[src/rtl/chanreg_pkg.sv]
package chanreg_pkg;
    localparam int ADDR_W      = 12;
    localparam int DATA_W      = 8;
    localparam int OFF_W       = 8;
    localparam int SEL_W       = ADDR_W - OFF_W;
    localparam int NUM_BANKS   = 8;
    localparam int BANK_IDX_W  = $clog2(NUM_BANKS);
    localparam int SHARED_REGS = 2;

    localparam logic [SEL_W-1:0]  BCAST_SEL   = SEL_W'(NUM_BANKS);
    localparam logic [ADDR_W-1:0] SHARED_BASE = 12'h902;

    typedef enum logic [1:0] {
        TGT_NONE,
        TGT_BANK,
        TGT_BCAST,
        TGT_SHARED
    } tgt_e;

    typedef struct packed {
        tgt_e             kind;
        logic [SEL_W-1:0] sel;
        logic [OFF_W-1:0] off;
    } dec_t;

    function automatic logic is_shared(input logic [ADDR_W-1:0] a);
        return (a >= SHARED_BASE) && (a < SHARED_BASE + ADDR_W'(SHARED_REGS));
    endfunction

    function automatic dec_t decode(input logic [ADDR_W-1:0] a);
        dec_t d;
        d.sel = a[ADDR_W-1:OFF_W];
        d.off = a[OFF_W-1:0];
        if (is_shared(a))
            d.kind = TGT_SHARED;
        else if (d.sel < SEL_W'(NUM_BANKS))
            d.kind = TGT_BANK;
        else if (d.sel == BCAST_SEL)
            d.kind = TGT_BCAST;
        else
            d.kind = TGT_NONE;
        return d;
    endfunction
endpackage

[src/rtl/chanreg_addr_decode.sv]
module chanreg_addr_decode
    import chanreg_pkg::*;
(
    input  logic [ADDR_W-1:0]    addr,
    input  logic                 we,
    input  logic                 re,
    output dec_t                 dec,
    output logic [NUM_BANKS-1:0] bank_wen,
    output logic [NUM_BANKS-1:0] bank_ren,
    output logic                 shared_we,
    output logic                 shared_hit
);
    assign dec = decode(addr);

    for (genvar b = 0; b < NUM_BANKS; b++) begin : g_en
        logic own;
        assign own         = (dec.kind == TGT_BANK) && (dec.sel == SEL_W'(b));
        assign bank_wen[b] = we && (own || dec.kind == TGT_BCAST);
        assign bank_ren[b] = re && own;
    end

    assign shared_we  = we && (dec.kind == TGT_SHARED);
    assign shared_hit = (we || re) && (dec.kind == TGT_SHARED);
endmodule

[src/rtl/chanreg_store.sv]
module chanreg_store
    import chanreg_pkg::*;
#(
    parameter int                DEPTH   = 4,
    parameter logic [DATA_W-1:0] RST_VAL = '1
) (
    input  logic              clk,
    input  logic              rst,
    input  logic              wen,
    input  logic [OFF_W-1:0]  off,
    input  logic [DATA_W-1:0] wdata,
    output logic [DATA_W-1:0] rd_val
);
    localparam int IDX_W = (DEPTH > 1) ? $clog2(DEPTH) : 1;

    logic [DATA_W-1:0] regs [DEPTH];
    logic              in_range;
    logic [IDX_W-1:0]  idx;

    assign in_range = off < OFF_W'(DEPTH);
    assign idx      = off[IDX_W-1:0];

    always_ff @(posedge clk) begin
        if (rst) begin
            for (int i = 0; i < DEPTH; i++) regs[i] <= RST_VAL;
        end else if (wen && in_range) begin
            regs[idx] <= wdata;
        end
    end

    assign rd_val = in_range ? regs[idx] : '0;
endmodule

[src/rtl/chanreg_decoder.sv]
module chanreg_decoder
    import chanreg_pkg::*;
#(
    parameter int                BANK_REGS  = 4,
    parameter logic [DATA_W-1:0] BANK_RST   = 8'hFF,
    parameter logic [DATA_W-1:0] SHARED_RST = 8'h00
) (
    input  logic                 clk,
    input  logic                 rst,
    input  logic [ADDR_W-1:0]    host_addr,
    input  logic [DATA_W-1:0]    host_wdata,
    input  logic                 host_we,
    input  logic                 host_re,
    output logic [DATA_W-1:0]    host_rdata,
    output logic [NUM_BANKS-1:0] bank_wen,
    output logic [NUM_BANKS-1:0] bank_ren,
    output logic                 shared_hit,
    output logic [OFF_W-1:0]     local_off
);
    dec_t              dec;
    logic              shared_we;
    logic [OFF_W-1:0]  shared_off;
    logic [DATA_W-1:0] bank_rd [NUM_BANKS];
    logic [DATA_W-1:0] shared_rd;
    logic [DATA_W-1:0] rd_next;

    chanreg_addr_decode u_dec (
        .addr       (host_addr),
        .we         (host_we),
        .re         (host_re),
        .dec        (dec),
        .bank_wen   (bank_wen),
        .bank_ren   (bank_ren),
        .shared_we  (shared_we),
        .shared_hit (shared_hit)
    );

    assign local_off  = dec.off;
    assign shared_off = dec.off - SHARED_BASE[OFF_W-1:0];

    for (genvar b = 0; b < NUM_BANKS; b++) begin : g_bank
        chanreg_store #(.DEPTH(BANK_REGS), .RST_VAL(BANK_RST)) u_bank (
            .clk    (clk),
            .rst    (rst),
            .wen    (bank_wen[b]),
            .off    (local_off),
            .wdata  (host_wdata),
            .rd_val (bank_rd[b])
        );
    end

    chanreg_store #(.DEPTH(SHARED_REGS), .RST_VAL(SHARED_RST)) u_shared (
        .clk    (clk),
        .rst    (rst),
        .wen    (shared_we),
        .off    (shared_off),
        .wdata  (host_wdata),
        .rd_val (shared_rd)
    );

    always_comb begin
        unique case (dec.kind)
            TGT_BANK:   rd_next = bank_rd[dec.sel[BANK_IDX_W-1:0]];
            TGT_SHARED: rd_next = shared_rd;
            default:    rd_next = '0;
        endcase
    end

    always_ff @(posedge clk) begin
        if (rst)
            host_rdata <= '0;
        else if (host_re)
            host_rdata <= rd_next;
    end
endmodule

[config.mk]
export PLATFORM = sky130hd
export DESIGN_NAME = chanreg_decoder
export DESIGN_NICKNAME = d
export VERILOG_FILES = /design/src/rtl/chanreg_pkg.sv /design/src/rtl/chanreg_addr_decode.sv /design/src/rtl/chanreg_store.sv /design/src/rtl/chanreg_decoder.sv
export SDC_FILE = /design/constraint.sdc
export NUM_CORES = 1
export LEC_CHECK = 0
export BUFFER_PORTS_ARGS = -buffer_cell sky130_fd_sc_hd__buf_2
export CAP_MARGIN = 5
export CELL_PAD_IN_SITES_DETAIL_PLACEMENT = 1
export CELL_PAD_IN_SITES_GLOBAL_PLACEMENT = 1
export CORE_MARGIN = 8
export CORE_UTILIZATION = 30
export DETAILED_ROUTE_END_ITERATION = 7
export PLACE_DENSITY = 0.58
export RECOVER_POWER = 25
export SKIP_LAST_GASP = 1
export SYNTH_ARGS = -nofsm -noshare
export SYNTH_HDL_FRONTEND = slang
export SYNTH_SLANG_ARGS = --single-unit
export TNS_END_PERCENT = 10
[constraint.sdc]
create_clock -name clk -period 3.6 [get_ports clk]
set_input_delay 0.18 -clock clk [delete_from_list [all_inputs] [get_ports clk]]
set_output_delay 0.18 -clock clk [all_outputs]
set_load 0.01 [all_outputs]
==> summary.md <==
| Metric | Value |
|---|---|
| Sequential element share of the synthesized area | 62.7% |
| Largest family of logic cells by synthesized area | simple AND/OR/NAND/NOR gates |
| Unique cell type count in the Yosys netlist | 56 |
| Most frequent cells after synthesis | edfxtp_1 (272), nand2_1 (211), nand2b_1 (67) |
| Final setup vio count | 0 |
| Fraction of registers with async set/reset | 0% |
| DIE AREA | approximately 0.051 sq mm |
| Count of input and output buffers | 56 |
| Worst-Margin Slew | ~1.6 ns |
| Fmax achieved | just under 400 MHz |
| YS warnings | 0 |
| Compound-gate portion of the synthesized area | about 5.3% |
| Sum of negative setup slack | 0 ns |
| Total CTS buffers | 30 |
| CTS Buffer Depth | 3 |
| CTS resizes | 0 |
| Critical path class | primary input to flip-flop |
| Fin crit period | 2.60 ns |
| Vias in the first global route | slightly below 9,000 |
| Layout Cells excl Fill | approximately 1,600 |
| Wirelength, routed | about 44,000 microns |
| Gr usage total | between 15 and 20% |
| DR vias | around 8,400 |
| Share of layout cells above drive strength 1 | 21.4% |
| N_diodes | 0 |
| Core area | between 0.04 and 0.05 sq mm |
| Die span in y | 226 microns |
| Post-CTS setup buffer count | 0 |
| Root Buffer | clkbuf_16 |
| DIE WIDTH | approximately 230 microns |
| Net count after synthesis | 987 |
| First-pass GRT wire length | 64,400 microns |
| Most frequent cell after synthesis | edfxtp_1 |
| Max-slew violations | 33 |
| Post-synthesis mux area share | between 10% and 20% |
| Dominant cells by area after synthesis | edfxtp_1 (62%), mux4_2 (8.5%), nand2_1 (6.0%), nand2b_1 (3.2%), mux2_2 (2.4%) |
| Antenna violations before repair | 1 |
| Pwr dens | ~500 mW/mm^2 |
| Clock Pin Slew Worst Setup and Hold Paths | roughly 0.060 ns |
| Crit path launch type | primary input |
| XOR/XNOR Fraction of Synth Area | less than 1% |
| Failing checks | capacitance limit, slew limit |
| Hold Vio Cnt, Final | 0 |
| Pin count of the biggest net entering global routing | 52 |
| Skew final | about 0.0074 ns |
| CTS tree | built |
| Dpl cells | between 1,500 and 2,000 |
| Drt first-iter violations | 819 |
| Simple-Gate Fraction of Synth Area | between 10 and 15% |
| Mapped cell area | around 0.013 sq mm |
| Cell count after synthesis | approximately 960 |
| Initial Util | between 30% and 40% |
| Final #Nets | slightly above 1,000 |
| Worst-skew pair later-pin latency | approximately 0.57 ns |
| DR DRC count | 0 |
| P&R area growth vs syn | 13.0% |
| Leakage | 4.91 nW |
| Slew margin rel. | -3.63% |
| VDD IR max | roughly 0.34 mV |
| FP Rows | between 70 and 80 |
| Worst setup EP type | flip-flop |
| # hold bufs at CTS | 0 |
| Hold Path Class | primary input to flip-flop |
| Routed vias/inst | a little over 5 |
| CTS Sinks | between 200 and 300 |
| Hpwl dp | 30,000 microns |
| Top-area cell type share of the netlist area | between 60 and 70% |
| Syn_area_per_cell | approximately 14 sq um |
| Cell taking the most area after synthesis | edfxtp_1 |
| Register bit total from synthesis | 280 |
| First-pass detailed-route iteration total | 5 |
| Dominant synthesized flop cell | edfxtp_1 |
| Max cap viols | 1 |
| Synth Area in Adders | less than 1% |
| Wirelength per Cell | roughly 27 microns |
| Crit path required time | between 3 and 4 ns |
| Grt total ovfl | 0 |
| Tcrit/Tclk final | 72.3% |
| Routability Congestion | 0.900 |
| Status | finished with violations |
| RSZ-0062 raised after global routing | no |
| Routed Antenna Nets | 0 |
| H-tree depth | 1 |
| Ports | between 50 and 60 |
| Crit-path max FO | 22 |
| Post-synth EDFFs | ~270 |
| WP data arrival | approximately 2.9 ns |
per-stage QoR:
stage / power [mW] / hold WS (ns) / setup WS (ns) / area, sq um / utilization (%)
final: 7.47 / 0.170 / 0.998 / 15000 / 34.2
after global routing: 7.67 / 0.192 / 0.792 / 15000 / 34.2
after CTS: 7.53 / 0.137 / 1.46 / 15100 / 34.3
after detailed placement: 4.49 / 0.568 / 0.866 / 14100 / 32.2
after global placement: 4.48 / 0.571 / 0.879 / 14100 / 32.2
after floorplan: 4.19 / 0.434 / 1.08 / 13300 / -
registers in the layout, indices dropped and copies added, names as in the netlist:
signal and cells:
u_shared.regs 16, g_bank.u_bank.regs 256, host_rdata 8
cell families after synthesis:
logic type                 after synthesis
and+or+nand+nor                        393
DFF                                    280
buffers and inverters                   99
muxes                                   99
AOI/OAI and AO/OA                       86
xor gates and xnor gates                 4
adders and majority gates                1
final timing paths:
check | from | to | slack (ns) | cells after the start
max | host_addr[8] | u_shared.regs[0][4] | 1.0 | 5
min reg2reg | host_rdata[1] | host_rdata[1] | 0.67 | 3
max reg2reg | g_bank[3].u_bank.regs[3][1] | host_rdata[1] | 1.67 | 4
min | host_re | host_rdata[4] | 0.17 | 4
layout make-up:
type	count	area, sq um
Fill cell	4688	28900
Sequential cell	280	8330
Multi-Input combinational cell	583	4320
Clock buffer	33	762
Tap cell	592	741
Timing Repair Buffer	112	648
Clock inverter	22	199
Inverter	4	15.0
cell usage in the layout, fill, tap and decap left out, types with 3 or more instances in the layout:
cell type and n:
edfxtp_1 272, nand2_1 211, nand2b_1 67, mux4_2 50, buf_4 46, clkbuf_1 37
nor2_1 32, buf_2 31, clkbuf_16 30, and2_1 28, mux2_2 28, o21bai_1 24
mux2i_1 21, nor2b_1 13, clkinv_2 11, a221oi_1 8, o211a_1 8, a41oi_1 8
o32ai_1 8, dfxtp_1 8, o221ai_1 7, nor3_1 6, a21o_1 6, a211oi_1 6
or3b_2 4, and3_1 4, clkinv_1 4, nand3b_1 3, a21oi_1 3, xor2_1 3
or2_2 3, inv_1 3, clkinvlp_4 3, bufinv_16 3
worst max-delay path, cell delays in order:
cell	delay [ns]
clkbuf_1	0.91
or3b_1	0.51
nor4b_4	0.56
and4b_1	0.41
or2_2	0.28
report_power, final:
group	switching, mW	internal [mW]
sequential	0.0503	3.72
combinational	0.406	0.229
clock	1.32	1.74
metal layers:
| metal | track usage [%] | vias to the layer above | routed length [microns] |
|---|---|---|---|
| li1 | - | 3620 | - |
| met5 | 0 | - | 0 |
| met2 | 29.0 | 303 | 21100 |
| met4 | 5.71 | 0 | 1440 |
| met1 | 22.7 | 4382 | 18900 |
| met3 | 2.97 | 69 | 3060 |
Note: power is estimated with default switching activity, not from simulation.
